[src/rtl/cphs_pkg.sv]
// Package: shared encodings of the coprocessor handshake sequencer.
// Assumes: all codes fit the port widths of cp_handshake_seq.
package cphs_pkg;

    typedef enum logic [2:0] {
        PH_NONE  = 3'd0,
        PH_FIRST = 3'd1,
        PH_BUSY  = 3'd2,
        PH_INTR  = 3'd3,
        PH_XFER  = 3'd4,
        PH_DATA  = 3'd5
    } phase_e;

    typedef enum logic [1:0] {
        RS_READY = 2'd0,
        RS_BUSY  = 2'd1,
        RS_CANT  = 2'd2,
        RS_INC   = 2'd3
    } resp_e;

    typedef enum logic [1:0] {
        ST_OK    = 2'd0,
        ST_UNDEF = 2'd1,
        ST_ABORT = 2'd2,
        ST_INTR  = 2'd3
    } status_e;

    typedef enum logic [2:0] {
        OP_INTERNAL = 3'd0,
        OP_TO_CP    = 3'd1,
        OP_FROM_CP  = 3'd2,
        OP_LOAD     = 3'd3,
        OP_STORE    = 3'd4
    } op_e;

    typedef enum logic [1:0] {
        CY_NONE = 2'd0,
        CY_INT  = 2'd1,
        CY_COP  = 2'd2,
        CY_MEM  = 2'd3
    } cyc_e;

    typedef enum logic [3:0] {
        S_IDLE, S_FIRST, S_WAIT, S_BUSY, S_INTR, S_XFER,
        S_LD, S_ST, S_CC, S_CI, S_DONE
    } state_e;

endpackage

[src/rtl/cphs_irq_detect.sv]
// Module: interrupt-pending detector with fixed priority.
// Does: flags a pending exception and encodes the winning source
//       (1 reset request, 2 fast interrupt, 3 normal interrupt).
// Assumes: all request lines are active low and already synchronous.
module cphs_irq_detect #(
    parameter int NSRC = 3
) (
    input  logic            rst_pend_n,
    input  logic            fiq_n,
    input  logic            irq_n,
    input  logic            fiq_mask,
    input  logic            irq_mask,
    output logic            pend,
    output logic [1:0]      cause
);
    localparam int CW = $clog2(NSRC + 1);

    logic [NSRC-1:0] req;

    // Qualify each request line with its mask.
    always_comb begin
        req    = '0;
        req[0] = ~rst_pend_n;
        req[1] = ~fiq_n & ~fiq_mask;
        req[2] = ~irq_n & ~irq_mask;
    end

    logic [CW-1:0] win;

    // Lowest index wins: scan from the highest index down.
    always_comb begin
        win = '0;
        for (int i = NSRC - 1; i >= 0; i--) begin
            if (req[i]) win = CW'(i + 1);
        end
    end

    assign pend  = |req;
    assign cause = 2'(win);

    // A cause is reported exactly when something is pending.
    always_comb begin
        assert_cause_matches_pend_R4: assert (pend == (cause != 2'd0));
    end

endmodule

[src/rtl/cphs_addr_step.sv]
// Module: transfer address register.
// Does: loads the start address when an instruction is accepted and
//       advances by one word on each increment request.
// Assumes: load and step are never requested in the same cycle.
module cphs_addr_step #(
    parameter int AW   = 32,
    parameter int STEP = 4
) (
    input  logic          clk,
    input  logic          rst_n,
    input  logic          load,
    input  logic          step,
    input  logic [AW-1:0] start_addr,
    output logic [AW-1:0] addr
);
    localparam logic [AW-1:0] INCR = AW'(STEP);

    // Address register: reset, load or advance.
    always_ff @(posedge clk) begin
        if (!rst_n)      addr <= '0;
        else if (load)   addr <= start_addr;
        else if (step)   addr <= addr + INCR;
    end

    // Each step advances the address by exactly one word.
    assert_addr_step_R6: assert property (@(posedge clk) disable iff (!rst_n)
        (step && !load) |=> (addr == $past(addr) + INCR));

endmodule

[src/rtl/cphs_ctrl.sv]
// Module: handshake control state machine.
// Does: sequences phases, idle cycles, memory words and the end pulse,
//       and decides status and writeback permission.
// Assumes: memory and coprocessor answer in the cycle they are addressed.
module cphs_ctrl
    import cphs_pkg::*;
#(
    parameter int DW = 32
) (
    input  logic          clk,
    input  logic          rst_n,
    input  logic          start,
    input  op_e           op,
    input  logic          access_ok,
    input  logic          wb_req,
    input  logic          late_abort,
    input  resp_e         resp,
    input  logic [DW-1:0] cp_rdata,
    input  logic          irq_pend,
    input  logic [1:0]    irq_cause,
    input  logic          mem_abort,
    output phase_e        phase,
    output logic          mem_req,
    output logic          mem_we,
    output logic          pass_mem,
    output logic          addr_load,
    output logic          addr_step,
    output logic          done,
    output status_e       status,
    output logic          wb_en,
    output logic [DW-1:0] rd_data,
    output cyc_e          cyc_kind,
    output logic [1:0]    intr_cause
);
    state_e  state, nxt;
    op_e     op_q;
    logic    wb_q, late_q, wbfin_q;
    status_e stat_q;
    logic    fin, fin_wb;
    status_e fin_st;
    logic    grant;

    // A ready or increment answer to FIRST/BUSY lets the instruction go on.
    assign grant = (resp == RS_READY) || (resp == RS_INC);

    // Next-state and end-of-instruction decision.
    always_comb begin
        nxt    = state;
        fin    = 1'b0;
        fin_st = ST_OK;
        fin_wb = 1'b0;
        case (state)
            S_IDLE: if (start) begin
                if (!access_ok) begin
                    nxt = S_DONE; fin = 1'b1; fin_st = ST_UNDEF;
                end else begin
                    nxt = S_FIRST;
                end
            end
            S_FIRST, S_BUSY: begin
                if (resp == RS_BUSY) begin
                    nxt = S_WAIT;
                end else if (resp == RS_CANT) begin
                    nxt = S_DONE; fin = 1'b1; fin_st = ST_UNDEF;
                end else begin
                    case (op_q)
                        OP_TO_CP, OP_FROM_CP: nxt = S_CC;
                        OP_LOAD:              nxt = S_XFER;
                        OP_STORE:             nxt = S_ST;
                        default: begin
                            nxt = S_DONE; fin = 1'b1; fin_st = ST_OK;
                        end
                    endcase
                end
            end
            S_WAIT:  nxt = irq_pend ? S_INTR : S_BUSY;
            S_INTR: begin
                nxt = S_DONE; fin = 1'b1; fin_st = ST_INTR;
            end
            S_XFER:  nxt = S_LD;
            S_LD, S_ST: begin
                if (mem_abort) begin
                    nxt = S_DONE; fin = 1'b1; fin_st = ST_ABORT;
                    fin_wb = wb_q & late_q;
                end else if (resp != RS_INC) begin
                    nxt = S_DONE; fin = 1'b1; fin_st = ST_OK;
                    fin_wb = wb_q;
                end
            end
            S_CC: begin
                if (op_q == OP_FROM_CP) begin
                    nxt = S_CI;
                end else begin
                    nxt = S_DONE; fin = 1'b1; fin_st = ST_OK;
                end
            end
            S_CI: begin
                nxt = S_DONE; fin = 1'b1; fin_st = ST_OK;
            end
            S_DONE:  nxt = S_IDLE;
            default: nxt = S_IDLE;
        endcase
    end

    // State register.
    always_ff @(posedge clk) begin
        if (!rst_n) state <= S_IDLE;
        else        state <= nxt;
    end

    // Capture the instruction attributes when it is accepted.
    always_ff @(posedge clk) begin
        if (!rst_n) begin
            op_q   <= OP_INTERNAL;
            wb_q   <= 1'b0;
            late_q <= 1'b0;
        end else if (state == S_IDLE && start) begin
            op_q   <= op;
            wb_q   <= wb_req;
            late_q <= late_abort;
        end
    end

    // Latch end status and writeback permission for the done cycle.
    always_ff @(posedge clk) begin
        if (!rst_n) begin
            stat_q  <= ST_OK;
            wbfin_q <= 1'b0;
        end else if (fin) begin
            stat_q  <= fin_st;
            wbfin_q <= fin_wb;
        end
    end

    // Record the source of an interrupt that abandons the wait.
    always_ff @(posedge clk) begin
        if (!rst_n)                                intr_cause <= 2'd0;
        else if (state == S_IDLE && start)         intr_cause <= 2'd0;
        else if (state == S_WAIT && irq_pend)      intr_cause <= irq_cause;
    end

    // Hold the word the coprocessor offers with its final grant on a read.
    always_ff @(posedge clk) begin
        if (!rst_n) begin
            rd_data <= '0;
        end else if ((state == S_FIRST || state == S_BUSY) && grant
                     && op_q == OP_FROM_CP) begin
            rd_data <= cp_rdata;
        end
    end

    // Phase presented to the coprocessor.
    always_comb begin
        case (state)
            S_FIRST: phase = PH_FIRST;
            S_BUSY:  phase = PH_BUSY;
            S_INTR:  phase = PH_INTR;
            S_XFER:  phase = PH_XFER;
            S_LD:    phase = mem_abort ? PH_NONE : PH_DATA;
            S_ST:    phase = PH_DATA;
            default: phase = PH_NONE;
        endcase
    end

    // Cycle classification.
    always_comb begin
        case (state)
            S_WAIT, S_CI: cyc_kind = CY_INT;
            S_CC:         cyc_kind = CY_COP;
            S_LD, S_ST:   cyc_kind = CY_MEM;
            default:      cyc_kind = CY_NONE;
        endcase
    end

    assign mem_req   = (state == S_LD) || (state == S_ST);
    assign mem_we    = (state == S_ST);
    assign pass_mem  = (state == S_LD);
    assign addr_load = (state == S_IDLE) && start;
    assign addr_step = mem_req && !mem_abort && (resp == RS_INC);
    assign done      = (state == S_DONE);
    assign status    = stat_q;
    assign wb_en     = done && wbfin_q;

    // Denied access ends one cycle later as undefined.
    assert_denied_undef_R1: assert property (@(posedge clk) disable iff (!rst_n)
        (state == S_IDLE && start && !access_ok) |=> (done && status == ST_UNDEF));

    // A busy answer is followed by an internal cycle.
    assert_busy_idles_R2: assert property (@(posedge clk) disable iff (!rst_n)
        ((phase == PH_FIRST || phase == PH_BUSY) && resp == RS_BUSY) |=> (cyc_kind == CY_INT));

    // An interrupt phase is followed straight away by the interrupted end.
    assert_intr_ends_R3: assert property (@(posedge clk) disable iff (!rst_n)
        (phase == PH_INTR) |=> (done && status == ST_INTR && !wb_en));

    // A cannot answer ends as undefined.
    assert_cant_undef_R5: assert property (@(posedge clk) disable iff (!rst_n)
        ((phase == PH_FIRST || phase == PH_BUSY) && resp == RS_CANT) |=> (done && status == ST_UNDEF));

    // A memory abort ends the transfer at once, whatever the answer.
    assert_abort_stops_R8: assert property (@(posedge clk) disable iff (!rst_n)
        (mem_req && mem_abort) |=> (done && status == ST_ABORT && !mem_req));

    // Writeback is never granted outside memory transfers.
    assert_wb_only_xfer_R9: assert property (@(posedge clk) disable iff (!rst_n)
        (done && (status == ST_UNDEF || status == ST_INTR)) |-> !wb_en);

    // A register read spends a coprocessor cycle and then an internal one.
    assert_read_cycles_R10: assert property (@(posedge clk) disable iff (!rst_n)
        (cyc_kind == CY_COP && op_q == OP_FROM_CP) |=> (cyc_kind == CY_INT));

    // The end pulse lasts one cycle.
    assert_done_single_R11: assert property (@(posedge clk) disable iff (!rst_n)
        done |=> !done);

endmodule

[src/rtl/cp_handshake_seq.sv]
// Module: coprocessor instruction handshake sequencer (top).
// Does: joins the control machine, the interrupt detector and the
//       transfer address register, and routes the data words.
// Assumes: start is only honoured when the sequencer is idle.
module cp_handshake_seq
    import cphs_pkg::*;
#(
    parameter int AW        = 32,
    parameter int DW        = 32,
    parameter int WORD_BYTES = 4
) (
    input  logic          clk,
    input  logic          rst_n,
    input  logic          start,
    input  logic [2:0]    op,
    input  logic          access_ok,
    input  logic          wb_req,
    input  logic          late_abort,
    input  logic [AW-1:0] start_addr,
    input  logic [DW-1:0] src_data,
    output logic [2:0]    cp_phase,
    input  logic [1:0]    cp_resp,
    output logic [DW-1:0] cp_wdata,
    input  logic [DW-1:0] cp_rdata,
    output logic          mem_req,
    output logic          mem_we,
    output logic [AW-1:0] mem_addr,
    output logic [DW-1:0] mem_wdata,
    input  logic [DW-1:0] mem_rdata,
    input  logic          mem_abort,
    input  logic          rst_pend_n,
    input  logic          fiq_n,
    input  logic          irq_n,
    input  logic          fiq_mask,
    input  logic          irq_mask,
    output logic          done,
    output logic [1:0]    status,
    output logic          wb_en,
    output logic [DW-1:0] rd_data,
    output logic [1:0]    cyc_kind,
    output logic [1:0]    intr_cause
);
    phase_e     phase;
    status_e    stat;
    cyc_e       cyc;
    logic       irq_pend;
    logic [1:0] irq_cause;
    logic       pass_mem, addr_load, addr_step;

    cphs_irq_detect #(.NSRC(3)) i_irq (
        .rst_pend_n (rst_pend_n),
        .fiq_n      (fiq_n),
        .irq_n      (irq_n),
        .fiq_mask   (fiq_mask),
        .irq_mask   (irq_mask),
        .pend       (irq_pend),
        .cause      (irq_cause)
    );

    cphs_addr_step #(.AW(AW), .STEP(WORD_BYTES)) i_addr (
        .clk        (clk),
        .rst_n      (rst_n),
        .load       (addr_load),
        .step       (addr_step),
        .start_addr (start_addr),
        .addr       (mem_addr)
    );

    cphs_ctrl #(.DW(DW)) i_ctrl (
        .clk        (clk),
        .rst_n      (rst_n),
        .start      (start),
        .op         (op_e'(op)),
        .access_ok  (access_ok),
        .wb_req     (wb_req),
        .late_abort (late_abort),
        .resp       (resp_e'(cp_resp)),
        .cp_rdata   (cp_rdata),
        .irq_pend   (irq_pend),
        .irq_cause  (irq_cause),
        .mem_abort  (mem_abort),
        .phase      (phase),
        .mem_req    (mem_req),
        .mem_we     (mem_we),
        .pass_mem   (pass_mem),
        .addr_load  (addr_load),
        .addr_step  (addr_step),
        .done       (done),
        .status     (stat),
        .wb_en      (wb_en),
        .rd_data    (rd_data),
        .cyc_kind   (cyc),
        .intr_cause (intr_cause)
    );

    // Word routing: loads pass memory data on, otherwise the core register.
    assign cp_wdata  = pass_mem ? mem_rdata : src_data;
    assign mem_wdata = cp_rdata;
    assign cp_phase  = phase;
    assign status    = stat;
    assign cyc_kind  = cyc;

endmodule

[config.mk]
export PLATFORM = sky130hd
export DESIGN_NAME = cp_handshake_seq
export DESIGN_NICKNAME = d
export VERILOG_FILES = /design/src/rtl/cphs_pkg.sv /design/src/rtl/cphs_irq_detect.sv /design/src/rtl/cphs_addr_step.sv /design/src/rtl/cphs_ctrl.sv /design/src/rtl/cp_handshake_seq.sv
export SDC_FILE = /design/constraint.sdc
export NUM_CORES = 1
export LEC_CHECK = 0
export ABC_AREA = 0
export BUFFER_PORTS_ARGS = -buffer_cell sky130_fd_sc_hd__buf_4
export CELL_PAD_IN_SITES_DETAIL_PLACEMENT = 0
export CELL_PAD_IN_SITES_GLOBAL_PLACEMENT = 1
export CORE_MARGIN = 2
export CORE_UTILIZATION = 31
export DETAILED_ROUTE_END_ITERATION = 7
export GPL_TIMING_DRIVEN = 0
export MAX_ROUTING_LAYER = met4
export PLACE_DENSITY = 0.95
export SLEW_MARGIN = 20
export SYNTH_ARGS = -nofsm -noshare
export SYNTH_HDL_FRONTEND = slang
export SYNTH_SLANG_ARGS = --single-unit
[constraint.sdc]
create_clock -name clk -period 3.1 [get_ports clk]
set_input_delay 0.62 -clock clk [delete_from_list [all_inputs] [get_ports clk]]
set_output_delay 0.62 -clock clk [all_outputs]
set_load 0.02 [all_outputs]
* Yosys cells after proc, flatten, opt, wreduce, memory -nomap -nowiden
Index checks and enable logic that the tools add are counted.
Word-level totals: register bits after elaboration 78, output and inout bits 141
Operators by class: add/sub/neg operators 1, eq/ne operators 20, mux-type cells 37, bitwise gates (word level) 9, reductions and logical operators 23
Operators with widths (count):
- $mux 32 | 3
- $add 32x3->32 const B | 1
- $pmux 4 s7 | 1
- $mux 4 | 6
- $pmux 3 s6 | 1
- $eq 4x3->1 const B | 4
- $mux 2 | 7
- $mux 1 | 13
- $eq 4x4->1 const B | 3
- $pmux 4 s3 | 1
- $reduce_or 2->1 | 6
- $eq 4x2->1 const B | 2
- $pmux 2 s4 | 1
- $logic_and 1x1->1 | 7
- $eq 3x2->1 const B | 2
- $mux 3 | 2
- $not 1->1 | 6
- $pmux 2 s3 | 1
- $pmux 1 s5 | 1
- $eq 2x2->1 const B | 2
- $eq 4x1->1 const B | 1
- $logic_not 4->1 | 1
- $ne 2x2->1 const B | 2
- $reduce_or 4->1 | 1
- 11 further kinds | 15

* Logic depth before layout (Yosys ltp)
Gate-level depths: netlist of the first run.
word-level depth 6, gate-level depth with buffers 7

* Cells and area by module
A second synthesis of the first run with hierarchy kept.
Unflattened totals: cell total of the unflattened synthesis 581, area, all modules 4778.3 sq um
By module, submodules not included:
- cphs_ctrl | instances 1, cells an instance 275, area each 2090.8 sq um, seq. area each 920.9 sq um
- cphs_addr_step | instances 1, cells an instance 233, area each 1864.3 sq um, seq. area each 640.6 sq um
- cp_handshake_seq | instances 1, cells an instance 68, area each 784.5 sq um, seq. area each 0.0 sq um
- cphs_irq_detect | instances 1, cells an instance 5, area each 38.8 sq um, seq. area each 0.0 sq um

* Worst setup path after synthesis of the first run
OpenSTA, ideal clock, no wires.
kind register to output, from reg i_ctrl.state[3], to out wb_en, arrival time 1504 ps, data required time 2480 ps, slack 976 ps, cell stages (with the launch flop) 5, path buffers 2, cell sequence dfxtp_1 -> clkbuf_1 -> buf_1 -> and3_1 -> and2_1
On the way: longest elaborated chain between the ends 2
RTL lines:
- from (decl) | line cphs_ctrl.sv:35 | state_e state, nxt;
- from (signal assigned) | line cphs_ctrl.sv:108 | else state <= nxt;
- $eq 4x4->1 | line cphs_ctrl.sv:180 | assign done = (state == S_DONE);
- via done | line cp_handshake_seq.sv:36 | output logic done,
- $logic_and 1x1->1 | line cphs_ctrl.sv:182 | assign wb_en = done && wbfin_q;
- to (decl) | line cp_handshake_seq.sv:38 | output logic wb_en,
The timed path passes the listed nets, and every way through them passes these cells.

* Worst setup path after layout of the first run
from reg i_ctrl.state[2], to out cp_wdata[10]
On the way: longest elaborated chain between the ends 2
RTL lines:
- $eq 4x3->1 | line cphs_ctrl.sv:177 | assign pass_mem = (state == S_LD);
- $mux 32 | line cp_handshake_seq.sv:97 | assign cp_wdata = pass_mem ? mem_rdata : src_data;
- to (decl) | line cp_handshake_seq.sv:23 | output logic [DW-1:0] cp_wdata,
Every way passes these cells.

==> flow_metrics.tcl, run 1 <==
set metrics [dict create \
    status "complete, no violations" \
    clock_sink_count 78 \
    die_width_um 123 \
    synth_nets 708 \
    yosysWarnings 0 \
    layout.cells.most_common "sky130_fd_sc_hd__buf_4" \
    cts_tree "built" \
    synth-edff-count 0 \
    hold-worst-slack_ns 0.448 \
    fin_setup_tns_ns 0 \
    worst_clock_skew_on_the_final_layout_ns 0.0103 \
    grt_remaining_overflow 0 \
    post_cts_resized 0 \
    gp_congestion 0.885 \
    portBuffers 285 \
    instances_no_fill 1039 \
    n_antenna_cell 0 \
    vias_per_std_cell 4.88 \
    dp_hpwl_mm 13.2 \
    yosys.cell_types.count 51 \
    max_cap_violations 0 \
    vias 5068 \
    detailedPlace.worstSlack_ns 0.568 \
    remaining_drc_errors 0 \
    core-area_um2 13800 \
    die-area_um2 15100 \
    final_max_slew_viol_count 0 \
    worst_setup_end_kind "primary output" \
    synth.cell_area_um2 4390 \
    post_cts.repair.setup_buffers 0 \
    pin_count 286 \
    maxClockFrequency_mhz 351 \
    starting_density_of_the_core_pct 31.7 \
    final_design_area_no_fill_um2 7080 \
    cts_max_level 3 \
    synth.avg_cell_area_um2 7.85 \
    ctsHoldBuffers 0 \
    ir_drop_v 0.000278 \
    finish.net_count 1004 \
    clock_latency_at_the_later_pin_of_the_worst_skew_pair_ns 0.34 \
    totalWireLength_mm 16.4 \
    setup_violations 0 \
    placement_rows 43 \
    chipHeight_um 123 \
    antenna_violating_nets_post_route 0 \
    ctsRootBufferMaster "sky130_fd_sc_hd__clkbuf_16" \
    total_grt_usage_pct 20.9 \
    arrival_time_at_the_worst_endpoint_ns 2.23 \
    dp_cells 1024 \
    hold_viol_final 0 \
    timing.final.crit_share_pct 92.0 \
    critPathLaunchType "register" \
    crit_path_kind "reg2out" \
    grt_max_degree 13 \
    grt_pass1_wl_mm 23.7 \
    synth_async_sr_flop_share_pct 0 \
    post_drt_wl_per_cell_um 15.8 \
    power.static_leakage_nw 3.15 \
    worst-endpoint-required_ns 2.48 \
    seq_area_frac_synth_pct 35.6 \
    timing.critical_path.fanout_max 10 \
    placed_cell_area_um2 6750 \
    unrepaired_setup_endpoints_after_global_routing "no" \
    core_utilization_of_the_finished_layout_pct 51.2 \
    clkSlewWorstSetupHoldPaths_ns 0.06 \
    fin_ws_ns 0.248 \
    most-common-layout-cells "318 x sky130_fd_sc_hd__buf_4, 105 x sky130_fd_sc_hd__nand2_1, 78 x sky130_fd_sc_hd__dfxtp_1" \
    drive_gt1_share_pct 44.0 \
    power_mw 4.51 \
    worst_slew_margin_rel_pct 41.1 \
    ctsLongestPathBuffers 2 \
    area_delta_synth_final_pct 61.2 \
    vias_in_the_first_global_route 4642 \
    timing_worst_slew_pin_value_ns 0.875 \
    yosys_register_bits 78 \
    fillCellCount 1413 \
    ys_dominant_reg_cell "sky130_fd_sc_hd__dfxtp_1" \
    post_synth_inst_count 559 \
    drt_first_pass_iters 5 \
    timing.hold.worst.class "reg2reg" \
    initialDrtViolationCount 172 \
    cts_inserted_buffers 9 \
    p_per_area_nw_per_um2 638 \
    finalWorstPathRequiredPeriod_ns 2.85 \
    grt_antenna_before_repair 0 \
]
## where the power goes
group	total, mW	internal (mW)	switching (mW)
clock	1.16	0.742	0.413
combinational	1.92	0.820	1.10
sequential	1.44	1.21	0.229
total	4.51	2.77	1.74
## routing by layer
| layer | GRT usage, % | share of wire [%] | vias up |
|---|---|---|---|
| li1 | - | - | 2501 |
| met4 | 7.53 | 1.8 | 0 |
| met2 | 36.3 | 51 | 215 |
| met1 | 24.3 | 40 | 2332 |
| met5 | - | 0 | - |
| met3 | 3.41 | 8.1 | 20 |
## state kept, by name, indices dropped and copies added (netlist names)
signal             count
i_addr.addr           32
i_ctrl.rd_data        32
i_ctrl.state           4
i_ctrl.op_q            3
i_ctrl.intr_cause      2
i_ctrl.status          2
i_ctrl.late_q          1
i_ctrl.wb_q            1
i_ctrl.wbfin_q         1
## final timing paths
| kind | slack, ns | cells after the start | endpoint | from |
|---|---|---|---|---|
| worst max register to register | 0.79 | 6 | i_addr.addr[13] | i_ctrl.state[0] |
| worst max-delay path | 0.25 | 5 | cp_wdata[10] | i_ctrl.state[2] |
| worst min register to register | 0.45 | 2 | i_ctrl.rd_data[28] | i_ctrl.rd_data[28] |
| worst min-delay path | 0.45 | 2 | i_ctrl.rd_data[28] | i_ctrl.rd_data[28] |
## cell type report
class                   count  area [um^2]  share of cell area (%)
multi-input cells         405         2410                    34.1
clock buffers              11          253                    3.57
flip-flops and latches     78         1560                    22.1
clock inverters             4         70.1                   0.990
well taps                 180          225                    3.18
inverters                   9         33.8                   0.477
plain buffers              67          379                    5.36
repair buffers            285         2140                    30.2
## critical path, cell delays in order (launching register included)
cell and delay (ns):
sky130_fd_sc_hd__dfxtp_1 0.45, sky130_fd_sc_hd__nand3b_2 0.21, sky130_fd_sc_hd__nor2_1 0.35, sky130_fd_sc_hd__buf_2 0.34
sky130_fd_sc_hd__mux2_2 0.39, sky130_fd_sc_hd__buf_4 0.16
## logic make-up after synthesis
logic type	after synthesis	share of synthesized area (%)
XOR/XNOR	24	4.79
multiplexers	37	9.35
adder cells (fa/ha/maj)	4	1.14
buffers and inverters	76	9.41
flip-flops	78	35.6
AND/OR/NAND/NOR	215	23.7
AO/OA/AOI/OAI	125	16.0
## synthesized netlist by cell type (3+ instances only)
library cell	number	share of area, %
sky130_fd_sc_hd__nand2_1	105	9.0
sky130_fd_sc_hd__dfxtp_1	78	36
sky130_fd_sc_hd__a21oi_1	62	7.1
sky130_fd_sc_hd__buf_4	33	5.6
sky130_fd_sc_hd__mux2_2	32	8.2
sky130_fd_sc_hd__clkbuf_1	30	2.6
sky130_fd_sc_hd__o21ai_0	30	3.4
sky130_fd_sc_hd__nor2_1	26	2.2
sky130_fd_sc_hd__xor2_1	15	3.0
sky130_fd_sc_hd__nand3_1	13	1.5
sky130_fd_sc_hd__nor3_1	12	1.4
sky130_fd_sc_hd__a211oi_1	11	1.9
sky130_fd_sc_hd__and3_1	10	1.4
sky130_fd_sc_hd__inv_1	9	0.77
sky130_fd_sc_hd__xnor2_1	9	1.8
sky130_fd_sc_hd__or3_1	7	1.0
sky130_fd_sc_hd__a31oi_1	6	0.86
sky130_fd_sc_hd__and2_1	6	0.86
sky130_fd_sc_hd__nand4_1	6	0.86
sky130_fd_sc_hd__mux2i_1	5	1.1
sky130_fd_sc_hd__o22ai_1	5	0.71
sky130_fd_sc_hd__ha_1	4	1.1
sky130_fd_sc_hd__nor2b_1	4	0.57
sky130_fd_sc_hd__buf_2	3	0.34
sky130_fd_sc_hd__nand2b_1	3	0.43
sky130_fd_sc_hd__nand3b_1	3	0.51
sky130_fd_sc_hd__nor4_1	3	0.43
Power figures use the tool's default switching activity.
==> run 2: changes to the inputs <==
- CORE_ASPECT_RATIO: not set -> 1.75
==> run 2 against run 1 <==
Compared with the run above: register-to-register slack improved by 0.02 ns; power decreased by 3.4%; worst hold slack improved by 0.00073 ns; maximum frequency decreased by 0.14%; die area increased by 0.24%; critical path depth unchanged; global-route usage increased by 0.81 points; clock skew decreased by 0.0037 ns; clock power decreased by 14%; first-iteration DRC count increased by 30%; non-clock buffer count unchanged; critical path type unchanged; largest cell class unchanged; largest power group unchanged.
==> flow_metrics.tcl, run 2 (synthesis gave the netlist of run 1 again) <==
set metrics [dict create \
    status "complete, no violations" \
    post_drt_wl_per_cell_um 16.3 \
    totalWireLength_mm 16.9 \
    core-area_um2 13800 \
    cts_tree "built" \
    crit_buf_inv 2 \
    setup_violations 0 \
    pin_count 286 \
    reg2reg_to "i_addr.addr[20]" \
    grt_max_degree 14 \
    antenna_violating_nets_post_route 0 \
    clkSlewWorstSetupHoldPaths_ns 0.06 \
    worst_setup_end_kind "primary output" \
    placement_rows 57 \
    worst_slew_margin_rel_pct 39.1 \
    vias_in_the_first_global_route 4876 \
    critPathTopFamily "simple AND/OR/NAND/NOR gates" \
    finish.net_count 1004 \
    clock_latency_at_the_later_pin_of_the_worst_skew_pair_ns 0.34 \
    netSwitchingFraction_pct 40.6 \
    crit_chain "nand3b_2, nor2_1, buf_2, mux2_2, buf_4" \
    biggest_registers_after_layout "i_addr.addr: 32 flops, i_ctrl.rd_data: 32 flops, i_ctrl.state: 4 flops" \
    fillCellCount 1412 \
    power.static_leakage_nw 3.12 \
    die-area_um2 15200 \
    ir_drop_v 0.000291 \
    power_mw 4.36 \
    arrival_time_at_the_worst_endpoint_ns 2.24 \
    fin_ws_ns 0.244 \
    starting_density_of_the_core_pct 31.7 \
    drt_first_pass_iters 4 \
    ctsLongestPathBuffers 2 \
    gp_congestion 0.907 \
    remaining_drc_errors 0 \
    post_cts_resized 0 \
    initialDrtViolationCount 223 \
    timing.hold.worst.class "reg2reg" \
    critical_path_cell_count 5 \
    cp_slowest_stage_delay_ns 0.40 \
    n_antenna_cell 0 \
    timing.reg2reg.worst_path_depth 6 \
    combinationalPowerShare_pct 44.0 \
    critical_path.slowest_cell "sky130_fd_sc_hd__mux2_2" \
    max_cap_violations 0 \
    timing_worst_slew_pin_value_ns 0.906 \
    timing.hold.worst.start "i_ctrl.rd_data[26]" \
    grt_remaining_overflow 0 \
    chipHeight_um 161 \
    p_per_area_nw_per_um2 621 \
    hold_viol_final 0 \
    register_share_of_total_power_pct 33.1 \
    ctsRootBufferMaster "sky130_fd_sc_hd__clkbuf_16" \
    r2r_slack_ns 0.81 \
    detailedPlace.worstSlack_ns 0.536 \
    crit_path_kind "reg2out" \
    portBuffers 285 \
    worst_clock_skew_on_the_final_layout_ns 0.00656 \
    wl_met3_mm 1.27 \
    cts_inserted_buffers 9 \
    ctsHoldBuffers 0 \
    layout.cells.most_common "sky130_fd_sc_hd__buf_4" \
    post_cts.repair.setup_buffers 0 \
    critPathLaunchType "register" \
    final_max_slew_viol_count 0 \
    cts_max_level 3 \
    grt_pass1_wl_mm 24.9 \
    unrepaired_setup_endpoints_after_global_routing "no" \
    most-common-layout-cells "318 x sky130_fd_sc_hd__buf_4, 105 x sky130_fd_sc_hd__nand2_1, 78 x sky130_fd_sc_hd__dfxtp_1" \
    wl_met1_mm 5.86 \
    finalWorstPathRequiredPeriod_ns 2.86 \
    drive_gt1_share_pct 44.0 \
    grt_antenna_before_repair 0 \
    timing.final.crit_share_pct 92.1 \
    met2RoutedLength_mm 9.40 \
    vias_per_std_cell 4.90 \
    power.share.clock_pct 22.9 \
    dp_hpwl_mm 13.7 \
    clock_sink_count 78 \
    top_signal_layer_used "met4" \
    worst-endpoint-required_ns 2.48 \
    fin_setup_tns_ns 0 \
    internal-power_mw 2.59 \
    vias 5074 \
    total_grt_usage_pct 21.7 \
    die_width_um 93.9 \
    cp-startpoint "i_ctrl.state[3]" \
    area_delta_synth_final_pct 60.1 \
    maxClockFrequency_mhz 350 \
    timing.critical_path.fanout_max 10 \
    p_switching_mw 1.77 \
    regToRegStartpoint "i_ctrl.state[3]" \
    endpoint "cp_wdata[19]" \
]
[run 2: layer usage]
metal / vias to the layer above / GRT usage (%)
li1: 2497 / -
met1: 2328 / 21.1
met2: 223 / 41.6
met3: 26 / 4.20
met4: 0 / 7.51
met5: - / -
[run 2: how the worst min path moves through the flow]
stage	endpoint	slack [ns]	cells after the start
3_5_place_dp	i_ctrl.rd_data[14]	0.44	2
4_1_cts	i_ctrl.rd_data[26]	0.45	2
2_1_floorplan	i_ctrl.wbfin_q	0.43	2
3_3_place_gp	i_ctrl.rd_data[26]	0.44	2
5_1_grt	i_ctrl.rd_data[26]	0.47	2
6_report	i_ctrl.rd_data[26]	0.45	2
[run 2: metrics by stage]
step           instances  util (%)  hold WS (ns)  area (um^2)
2_1_floorplan        559         -         0.431         4390
3_3_place_gp        1021      48.8         0.438         6750
3_5_place_dp        1021      48.8         0.443         6750
4_1_cts             1036      50.8         0.452         7020
5_1_grt             1036      50.8         0.472         7020
6_report            1036      50.8         0.449         7020
[run 2: final cells by class]
class | instances | area, um^2 | area share, %
Tap cell | 177 | 221 | 3.15
Clock buffer | 10 | 239 | 3.40
Timing Repair Buffer | 285 | 2140 | 30.5
Inverter | 9 | 33.8 | 0.481
Clock inverter | 5 | 35.0 | 0.499
Buffer | 67 | 379 | 5.40
Sequential cell | 78 | 1560 | 22.2
Multi-Input combinational cell | 405 | 2410 | 34.4
[run 2: worst min-delay path, cell delays in order (launching register included)]
cell and delay [ns]:
sky130_fd_sc_hd__dfxtp_1 0.31, sky130_fd_sc_hd__nand2_1 0.05, sky130_fd_sc_hd__a21oi_1 0.05
[run 2: power groups by stage]
| stage | Combinational (mW) | Clock, mW | Sequential (mW) |
|---|---|---|---|
| 2_1_floorplan | 0.924 | 0 | 1.61 |
| 3_3_place_gp | 1.90 | 0 | 1.46 |
| 3_5_place_dp | 1.92 | 0 | 1.47 |
| 4_1_cts | 1.92 | 1.02 | 1.44 |
| 5_1_grt | 2.08 | 1.05 | 1.48 |
| 6_report | 1.92 | 0.999 | 1.44 |
==> run 3: changes to the inputs <==
- CORE_UTILIZATION: 31 -> 26
- PLACE_DENSITY: 0.95 -> 0.87
- clock period: 3.1 -> 2.6 ns (I/O delays scaled with it)
==> run 3 against run 2 <==
Compared with the run above: non-clock buffer count rose by 1; clock-buffer cell count increased by 1; via count fell by 0.49%; clock skew is 0.0032 ns higher; die area rose by 19%; core utilization shrank 7.2 points; worst hold slack got worse by 0.049 ns; sequential power increased by 21%; critical path type unchanged; critical endpoint is now cp_phase[1]; largest power group unchanged.
==> flow_metrics.tcl, run 3 (synthesis gave the netlist of run 1 again) <==
set metrics [dict create \
    status "complete, no violations" \
    cts_tree "built" \
    critPathTopFamily "buffers and inverters" \
    clkSlewWorstSetupHoldPaths_ns 0.07 \
    layout.cells.most_common "sky130_fd_sc_hd__buf_4" \
    cp_slowest_stage_delay_ns 0.38 \
    netSwitchingFraction_pct 39.5 \
    dp_hpwl_mm 14.2 \
    clock_latency_at_the_later_pin_of_the_worst_skew_pair_ns 0.34 \
    timing.hold.worst.start "start_addr[16]" \
    chipHeight_um 176 \
    starting_density_of_the_core_pct 26.7 \
    crit_path_kind "reg2out" \
    cts_inserted_buffers 9 \
    n_antenna_cell 0 \
    die_width_um 102 \
    power_mw 5.42 \
    internal-power_mw 3.28 \
    ctsRootBufferMaster "sky130_fd_sc_hd__clkbuf_16" \
    area_delta_synth_final_pct 63.2 \
    min_to "i_addr.addr[16]" \
    initialDrtViolationCount 157 \
    worst_slew_margin_rel_pct 35.0 \
    timing.hold.worst.class "in2reg" \
    drive_gt1_share_pct 44.6 \
    gp_congestion 0.890 \
    setup_violations 0 \
    finalWorstPathRequiredPeriod_ns 2.45 \
    drt_first_pass_iters 4 \
    timing.critical_path.fanout_max 10 \
    crit_chain "clkbuf_1, clkbuf_2, nand3_1, a21oi_1, buf_4" \
    reg2reg_to "i_addr.addr[15]" \
    crit_buf_inv 3 \
    worst-endpoint-required_ns 2.08 \
    timing.final.crit_share_pct 94.1 \
    placement_rows 62 \
    total_grt_usage_pct 18.8 \
    critical_path.slowest_cell "sky130_fd_sc_hd__clkbuf_1" \
    grt_remaining_overflow 0 \
    most-common-layout-cells "322 x sky130_fd_sc_hd__buf_4, 105 x sky130_fd_sc_hd__nand2_1, 77 x sky130_fd_sc_hd__dfxtp_1" \
    vias 5049 \
    worst_clock_skew_on_the_final_layout_ns 0.00974 \
    p_switching_mw 2.14 \
    antenna_violating_nets_post_route 0 \
    biggest_registers_after_layout "i_addr.addr: 32 flops, i_ctrl.rd_data: 32 flops, i_ctrl.state: 4 flops" \
    combinationalPowerShare_pct 42.5 \
    r2r_slack_ns 0.35 \
    critical_path_cell_count 5 \
    grt_antenna_before_repair 0 \
    grt_pass1_wl_mm 24.9 \
    die-area_um2 18000 \
    ctsLongestPathBuffers 2 \
    register_share_of_total_power_pct 32.2 \
    fillCellCount 1727 \
    timing_worst_slew_pin_value_ns 0.966 \
    timing.reg2reg.worst_path_depth 6 \
    power.static_leakage_nw 3.18 \
    unrepaired_setup_endpoints_after_global_routing "no" \
    regToRegStartpoint "i_ctrl.state[0]" \
    ctsHoldBuffers 0 \
    vias_per_std_cell 4.65 \
    power.share.clock_pct 25.3 \
    grt_max_degree 14 \
    totalWireLength_mm 17.6 \
    finish.net_count 1005 \
    max_cap_violations 0 \
    core_utilization_of_the_finished_layout_pct 43.5 \
    p_per_area_nw_per_um2 756 \
    critPathLaunchType "register" \
    cts_max_level 3 \
    multi_input_gate_area_um2 2430 \
    pin_count 286 \
    worst_setup_end_kind "primary output" \
    hold_viol_final 0 \
    layout.area.seq_um2 1560 \
    portBuffers 285 \
    maxClockFrequency_mhz 409 \
    clock_sink_count 78 \
    ir_drop_v 0.000366 \
    holdPathStages 3 \
    final_max_slew_viol_count 0 \
    remaining_drc_errors 0 \
    vias_in_the_first_global_route 4790 \
    cp-startpoint "i_ctrl.state[0]" \
    post_drt_wl_per_cell_um 16.2 \
    arrival_time_at_the_worst_endpoint_ns 1.93 \
    core-area_um2 16400 \
]
[run 3: cell count changes in the layout (fill, tap and decap cells not counted), moves of 2 or more]
cell | before | now
sky130_fd_sc_hd__buf_4 | 318 | 322
sky130_fd_sc_hd__clkbuf_2 | 0 | 4
sky130_fd_sc_hd__clkinv_2 | 2 | 0
sky130_fd_sc_hd__bufinv_16 | 0 | 2
sky130_fd_sc_hd__buf_2 | 3 | 0
[run 3: routing by layer]
layer  vias to the layer above  GRT usage [%]  share of wire [%]
met4                         0           6.11                2.4
met5                         -              -                  0
met3                        21           2.87                6.4
li1                       2497              -                  -
met2                       210           36.4                 56
met1                      2321           18.4                 35
[run 3: cell type report]
type | count | share of cell area (%)
Timing Repair Buffer | 286 | 30.0
Buffer | 67 | 5.47
Inverter | 9 | 0.472
Clock buffer | 11 | 3.25
Tap cell | 224 | 3.91
Sequential cell | 78 | 21.8
Multi-Input combinational cell | 405 | 33.9
Clock inverter | 5 | 1.17
[run 3: worst min-delay path, cell delays in order]
cell	delay (ns)
sky130_fd_sc_hd__buf_4	0.08
sky130_fd_sc_hd__nand3_1	0.05
sky130_fd_sc_hd__o21ai_0	0.06
[run 3: worst max-delay path by stage]
| stage | to |
|---|---|
| 5_1_grt | cp_phase[0] |
| 3_5_place_dp | cp_wdata[13] |
| 6_report | cp_phase[1] |
| 2_1_floorplan | wb_en |
| 4_1_cts | cp_wdata[13] |
| 3_3_place_gp | cp_wdata[13] |
[run 3: power groups by stage]
stage,clock network [mW],logic [mW],registers (mW)
detailed placement,0,2.30,1.76
finish,1.37,2.30,1.74
CTS,1.40,2.32,1.73
global route,1.44,2.50,1.77
global placement,0,2.29,1.75
floorplan,0,1.10,1.92
[run 3: repair_timing]
| action | in CTS | in global routing |
|---|---|---|
| resized for setup | 6 | 7 |
| setup endpoints to repair | 30 | 19 |
| pin swaps | 1 | 0 |
| buffers inserted | 1 | 0 |
[run 3: stage by stage]
step	instance area [um^2]	hold slack (ns)	setup WS (ns)	std cells	setup TNS [ns]
6_report	7160	0.400	0.153	1085	0
5_1_grt	7160	0.421	0.0257	1085	0
4_1_cts	7150	0.396	0.00416	1085	0
3_5_place_dp	6810	0.444	-0.00776	1068	-0.00776
3_3_place_gp	6810	0.439	-0.0132	1068	-0.0189
2_1_floorplan	4390	0.431	0.576	559	0
